File: src/rtl/lpc_remap_pkg.sv
package lpc_remap_pkg;
    typedef enum logic {
        CFG_SYNCED  = 1'b0,
        CFG_PENDING = 1'b1
    } cfg_state_e;

    localparam logic SEL_MAP = 1'b0;
    localparam logic SEL_CTL = 1'b1;
endpackage

File: src/rtl/lpc_remap_regs.sv
module lpc_remap_regs
    import lpc_remap_pkg::*;
#(
    parameter int ADDR_W = 32
) (
    input  logic              clk,
    input  logic              rst_n,
    input  logic              cfg_wr,
    input  logic              cfg_sel,
    input  logic [ADDR_W-1:0] cfg_wdata,
    output logic [ADDR_W-1:0] cfg_rdata,
    input  logic              host_phase,
    output logic [ADDR_W-1:0] act_map,
    output logic [ADDR_W-1:0] act_ctl
);
    cfg_state_e        state_q, state_d;
    logic              commit;
    logic [ADDR_W-1:0] stg_map, stg_ctl;

    // staging copies, written directly by the register port
    always_ff @(posedge clk or negedge rst_n) begin
        if (!rst_n) begin
            stg_map <= '0;
            stg_ctl <= '0;
        end else if (cfg_wr) begin
            if (cfg_sel == SEL_CTL) stg_ctl <= cfg_wdata;
            else                    stg_map <= cfg_wdata;
        end
    end

    assign cfg_rdata = (cfg_sel == SEL_CTL) ? stg_ctl : stg_map;

    // state register
    always_ff @(posedge clk or negedge rst_n) begin
        if (!rst_n) state_q <= CFG_SYNCED;
        else        state_q <= state_d;
    end

    // next state and commit strobe
    always_comb begin
        state_d = state_q;
        commit  = 1'b0;
        unique case (state_q)
            CFG_SYNCED: begin
                if (cfg_wr) state_d = CFG_PENDING;
            end
            CFG_PENDING: begin
                commit = !host_phase;
                if (!cfg_wr && !host_phase) state_d = CFG_SYNCED;
            end
        endcase
    end

    // active copy, only touched between host address phases
    always_ff @(posedge clk or negedge rst_n) begin
        if (!rst_n) begin
            act_map <= '0;
            act_ctl <= '0;
        end else if (commit) begin
            act_map <= stg_map;
            act_ctl <= stg_ctl;
        end
    end
endmodule

File: src/rtl/lpc_remap_match.sv
module lpc_remap_match #(
    parameter int ADDR_W = 32,
    localparam int HALF = ADDR_W / 2
) (
    input  logic            host_phase,
    input  logic [HALF-1:0] host_hi,
    input  logic [HALF-1:0] base_hi,
    input  logic [HALF-1:0] repl_mask,
    input  logic            win_en,
    output logic            hit,
    output logic            miss
);
    logic [HALF-1:0] diff;
    logic            in_range;

    assign diff     = (host_hi ^ base_hi) & repl_mask;
    assign in_range = (diff == '0);
    assign hit      = host_phase && win_en && in_range;
    assign miss     = host_phase && !(win_en && in_range);
endmodule

File: src/rtl/lpc_remap_compose.sv
module lpc_remap_compose #(
    parameter int ADDR_W = 32,
    localparam int HALF = ADDR_W / 2
) (
    input  logic [ADDR_W-1:0] host_addr,
    input  logic [HALF-1:0]   tgt_hi,
    input  logic [HALF-1:0]   repl_mask,
    input  logic [HALF-1:0]   keep_mask,
    output logic [ADDR_W-1:0] out_addr
);
    genvar b;
    generate
        for (b = 0; b < HALF; b++) begin : g_hi
            assign out_addr[HALF+b] = (tgt_hi[b] & repl_mask[b]) |
                                      (host_addr[HALF+b] & keep_mask[b]);
        end
    endgenerate

    assign out_addr[HALF-1:0] = host_addr[HALF-1:0];
endmodule

File: src/rtl/lpc_remap_outstage.sv
module lpc_remap_outstage #(
    parameter int ADDR_W  = 32,
    parameter bit REG_OUT = 1'b0
) (
    input  logic              clk,
    input  logic              rst_n,
    input  logic              hit_in,
    input  logic              miss_in,
    input  logic [ADDR_W-1:0] addr_in,
    output logic              hit_out,
    output logic              miss_out,
    output logic [ADDR_W-1:0] addr_out
);
    generate
        if (REG_OUT) begin : g_reg
            always_ff @(posedge clk or negedge rst_n) begin
                if (!rst_n) begin
                    hit_out  <= 1'b0;
                    miss_out <= 1'b0;
                    addr_out <= '0;
                end else begin
                    hit_out  <= hit_in;
                    miss_out <= miss_in;
                    addr_out <= addr_in;
                end
            end
        end else begin : g_comb
            assign hit_out  = hit_in;
            assign miss_out = miss_in;
            assign addr_out = addr_in;
        end
    endgenerate
endmodule

File: src/rtl/lpc_remap_window.sv
module lpc_remap_window #(
    parameter int ADDR_W  = 32,
    parameter bit REG_OUT = 1'b0
) (
    input  logic              clk,
    input  logic              rst_n,
    input  logic              cfg_wr,
    input  logic              cfg_sel,
    input  logic [ADDR_W-1:0] cfg_wdata,
    output logic [ADDR_W-1:0] cfg_rdata,
    input  logic              host_phase,
    input  logic [ADDR_W-1:0] host_addr,
    output logic              win_hit,
    output logic              win_miss,
    output logic [ADDR_W-1:0] bus_addr
);
    localparam int HALF = ADDR_W / 2;

    logic [ADDR_W-1:0] act_map, act_ctl;
    logic              raw_hit, raw_miss;
    logic [ADDR_W-1:0] raw_addr;
    logic              win_en;

    lpc_remap_regs #(.ADDR_W(ADDR_W)) u_regs (
        .clk(clk), .rst_n(rst_n), .cfg_wr(cfg_wr), .cfg_sel(cfg_sel),
        .cfg_wdata(cfg_wdata), .cfg_rdata(cfg_rdata),
        .host_phase(host_phase), .act_map(act_map), .act_ctl(act_ctl)
    );

    assign win_en = (act_ctl != '0);

    lpc_remap_match #(.ADDR_W(ADDR_W)) u_match (
        .host_phase(host_phase), .host_hi(host_addr[ADDR_W-1:HALF]),
        .base_hi(act_map[HALF-1:0]), .repl_mask(act_ctl[ADDR_W-1:HALF]),
        .win_en(win_en), .hit(raw_hit), .miss(raw_miss)
    );

    lpc_remap_compose #(.ADDR_W(ADDR_W)) u_compose (
        .host_addr(host_addr), .tgt_hi(act_map[ADDR_W-1:HALF]),
        .repl_mask(act_ctl[ADDR_W-1:HALF]), .keep_mask(act_ctl[HALF-1:0]),
        .out_addr(raw_addr)
    );

    lpc_remap_outstage #(.ADDR_W(ADDR_W), .REG_OUT(REG_OUT)) u_out (
        .clk(clk), .rst_n(rst_n), .hit_in(raw_hit), .miss_in(raw_miss),
        .addr_in(raw_addr), .hit_out(win_hit), .miss_out(win_miss),
        .addr_out(bus_addr)
    );
endmodule

File: config.mk
export PLATFORM = sky130hd
export DESIGN_NAME = lpc_remap_window
export DESIGN_NICKNAME = d
export VERILOG_FILES = /design/src/rtl/lpc_remap_pkg.sv /design/src/rtl/lpc_remap_regs.sv /design/src/rtl/lpc_remap_match.sv /design/src/rtl/lpc_remap_compose.sv /design/src/rtl/lpc_remap_outstage.sv /design/src/rtl/lpc_remap_window.sv
export SDC_FILE = /design/constraint.sdc
export NUM_CORES = 1
export LEC_CHECK = 0
export CAP_MARGIN = 10
export CORE_UTILIZATION = 45
export DETAILED_ROUTE_END_ITERATION = 8
export DONT_BUFFER_PORTS = 1
export GPL_TIMING_DRIVEN = 0
export PLACE_DENSITY = 0.57
export REMOVE_ABC_BUFFERS = 1
export SLEW_MARGIN = 20
export SYNTH_ARGS = -nofsm -noshare
export SYNTH_HDL_FRONTEND = slang
export SYNTH_HIERARCHICAL = 1
export SYNTH_SLANG_ARGS = --single-unit
File: constraint.sdc
create_clock -name clk -period 2.9 [get_ports clk]
set_input_delay 0.87 -clock clk [delete_from_list [all_inputs] [get_ports clk]]
set_output_delay 0.87 -clock clk [all_outputs]
set_load 0.01 [all_outputs]
==> metrics.md <==
| Metric | Value |
|---|---|
| Clock Tree Root | clkbuf_16 |
| Critical Path RT | 2.03 ns |
| Drt total wl | 12500 um |
| IO buf count | 0 |
| Count leader, synth | dfrtp_1 |
| Largest net degree at the start of global routing | 130 |
| Routability cong. | 0.711 |
| Clock sink count | 129 |
| Normalized max-slew margin | 31.8% |
| Vias per std cell | 5.50 |
| Hold Fails Final Rpt | 0 |
| First-pass GRT wire length | 19700 um |
| Vias | 3079 |
| Post-synth top flop | dfrtp_1 |
| Top post-synthesis cells by count | dfrtp_1, mux2_2, buf_4 |
| CP startpoint | u_regs/act_ctl[19]$_DFFE_PN0P_ |
| Unique cell type count in the Yosys netlist | 22 |
| Synthesis-to-layout area growth | 5.55% |
| Power consumption | 5.42 mW |
| Critical Path AT | 1.92 ns |
| Synth async-reset ratio | 100% |
| Synth area leader | dfrtp_1 |
| Setup CP Type | register to output pin |
| Final Cycle Share | 96.1% |
| Die X | 119 um |
| # IOs | 135 |
| Syn Area/Cell | 14.8 sq um |
| Synthesized area | 6200 sq um |
| Total negative slack | 0 ns |
| # diodes | 0 |
| Clk Latency, worst-skew pair | 0.42 ns |
| DR WL/cell | 22.3 um |
| Die height | 119 um |
| Initial DRT Pass Iterations | 4 |
| HP Class | primary input to asynchronous set/reset pin |
| Setup repair after global routing missed its margin | yes |
| Leakage | 2.80 nW |
| Post-synthesis register bit count | 129 |
| Maximum vdd drop | 506 uV |
| Clock-pin slew on the worst setup and hold paths | 0.05 ns |
| Setup bufs post-CTS | 0 |
| Tot GR Track Use | 19.0% |
| Fill cells | 1167 |
| CTS Hold Bufs | 0 |
| Worst setup EP type | output pin |
| Gate Count Post-Synth | 419 |
| Vias in the first global route | 3403 |
| H-Tree Depth | 4 |
| GRT Residual Overflow | 0 |
| 1st-iter DRT viols | 126 |
| # rows | 42 |
| Outcome | completed |
| Initial antenna violation count | 0 |
| R2R depth | 2 |
| Max Freq | 359 MHz |
| CP max FO | 4 |
| Reg-to-reg startpoint | u_regs/state_q$_DFF_PN0_ |
| Core Area | 13300 sq um |
| Fin crit period | 2.79 ns |
| Leading post-synthesis cells by cell area | dfrtp_1, mux2_2, mux2_4, buf_4, a22o_1 |
| Drc violations | 0 |
| # setup viols final | 0 |
| Share of layout cells above drive strength 1 | 51.0% |
| Total CTS buffers | 17 |
| Worst-margin pin slew | 1.02 ns |
| TritonCTS clock tree | done |
| Register area share after synthesis | 52.1% |
| Clk buf depth | 2 |
| Post-route ant nets | 0 |
| Post-detailed-placement half-perimeter wirelength | 8230 um |
| Pins Over Slew Limit | 0 |
| EDFF count, synth | 0 |
| Max-cap viol count | 0 |
| Starting density of the core | 46.4% |
| Ys Warns | 6 |
| Top-area cell type share of the netlist area | 52.1% |
| Pwr Density | 829 nW/um^2 |
| Nets@finish | 442 |
| Critical Path Start Type | register |
| Clock skew | 0.0146 ns |
| DIE AREA | 14200 sq um |
[state kept, by name, summed over array words and instances (netlist names)]
signal / cells
u_regs/act_ctl: 32
u_regs/act_map: 32
u_regs/stg_ctl: 32
u_regs/stg_map: 32
u_regs/state_q: 1
[area by class of cell]
cell class / instances / area [sq um] / share of cell area [%]
clock inverter: 5 / 75.1 / 1.15
sequential: 129 / 3230 / 49.4
clock buffer: 25 / 515 / 7.88
timing repair buffer: 3 / 70.1 / 1.07
inverter: 1 / 3.75 / 0.0574
multi-input combinational: 221 / 2430 / 37.1
tap: 176 / 220 / 3.37
[placed cells by master (no fill, tap or decap)]
| master | netlist | final |
|---|---|---|
| dfrtp_1 | 129 | 129 |
| mux2_2 | 127 | 127 |
| mux2_4 | 30 | 30 |
| clkbuf_16 | 0 | 17 |
| a22o_1 | 16 | 16 |
| xor2_1 | 16 | 16 |
| a22oi_1 | 7 | 7 |
| clkbuf_8 | 0 | 6 |
| nor4_2 | 1 | 5 |
| nor4_1 | 8 | 4 |
| nand4_1 | 4 | 4 |
| clkinv_2 | 0 | 3 |
| nand2_1 | 3 | 3 |
| mux2_1 | 3 | 3 |
| clkbuf_1 | 0 | 2 |
| bufinv_16 | 0 | 2 |
| buf_16 | 0 | 2 |
| or2_1 | 1 | 1 |
| inv_1 | 1 | 1 |
| o31a_1 | 1 | 1 |
| a21o_1 | 1 | 1 |
| nor2b_4 | 0 | 1 |
| nand2_2 | 1 | 1 |
| nand2b_4 | 1 | 1 |
| buf_8 | 3 | 1 |
[layer usage]
layer	GRT usage [%]	wire length, um	up-vias
met5	0	0	-
met4	6.56	162	0
met3	9.20	1120	12
met2	27.8	5720	107
met1	24.4	5520	1592
li1	-	-	1368
[critical path: stages (launching register included)]
cell and delay [ns]:
dfrtp_1 0.43, nor4_2 0.34, nand4_1 0.15, or2_1 0.25
nand4_1 0.11, o31a_1 0.22
[timing repair]
item,in CTS,in global routing
gates cloned,0,0
gates resized for setup,2,2
setup endpoints to repair,1,2
[path summary, 6_finish.rpt]
kind,endpoint,slack [ns]
min in group clk,u_regs/act_map[27]$_DFFE_PN0P_,0.51
max reg2reg,u_regs/act_ctl[20]$_DFFE_PN0P_,1.26
max,win_miss,0.11
min reg2reg,u_regs/act_map[27]$_DFFE_PN0P_,0.51
max in group asynchronous,u_regs/stg_map[18]$_DFFE_PN0P_,2.51
min,u_regs/stg_map[24]$_DFFE_PN0P_,0.15
[logic make-up after synthesis]
family          count (synthesis)  share of synthesized area, %
xor+xnor                       16                          2.26
mux                           160                          30.9
simple gates                   20                          2.16
buf+inv                        69                          9.21
compound gates                 25                          3.37
flops                         129                          52.1
[per-stage QoR]
stage	utilization, %	setup WS [ns]	cells	instance area, sq um	hold slack, ns
after CTS	48.9	0.00707	560	6530	0.128
after global placement	43.8	-0.645	527	5850	0.492
after detailed placement	44.4	0.00827	530	5920	0.495
final	49.0	0.112	560	6540	0.149
after floorplan	-	0.163	351	5630	0.477
after global routing	49.0	0.00434	560	6540	0.121
[report_power, final]
group	switching, mW	internal (mW)	total (mW)
Combinational	0.345	0.511	0.856
Clock	0.715	1.39	2.10
Sequential	0.306	2.16	2.46
Total	1.37	4.06	5.42
(Power assumes the default switching activity.)
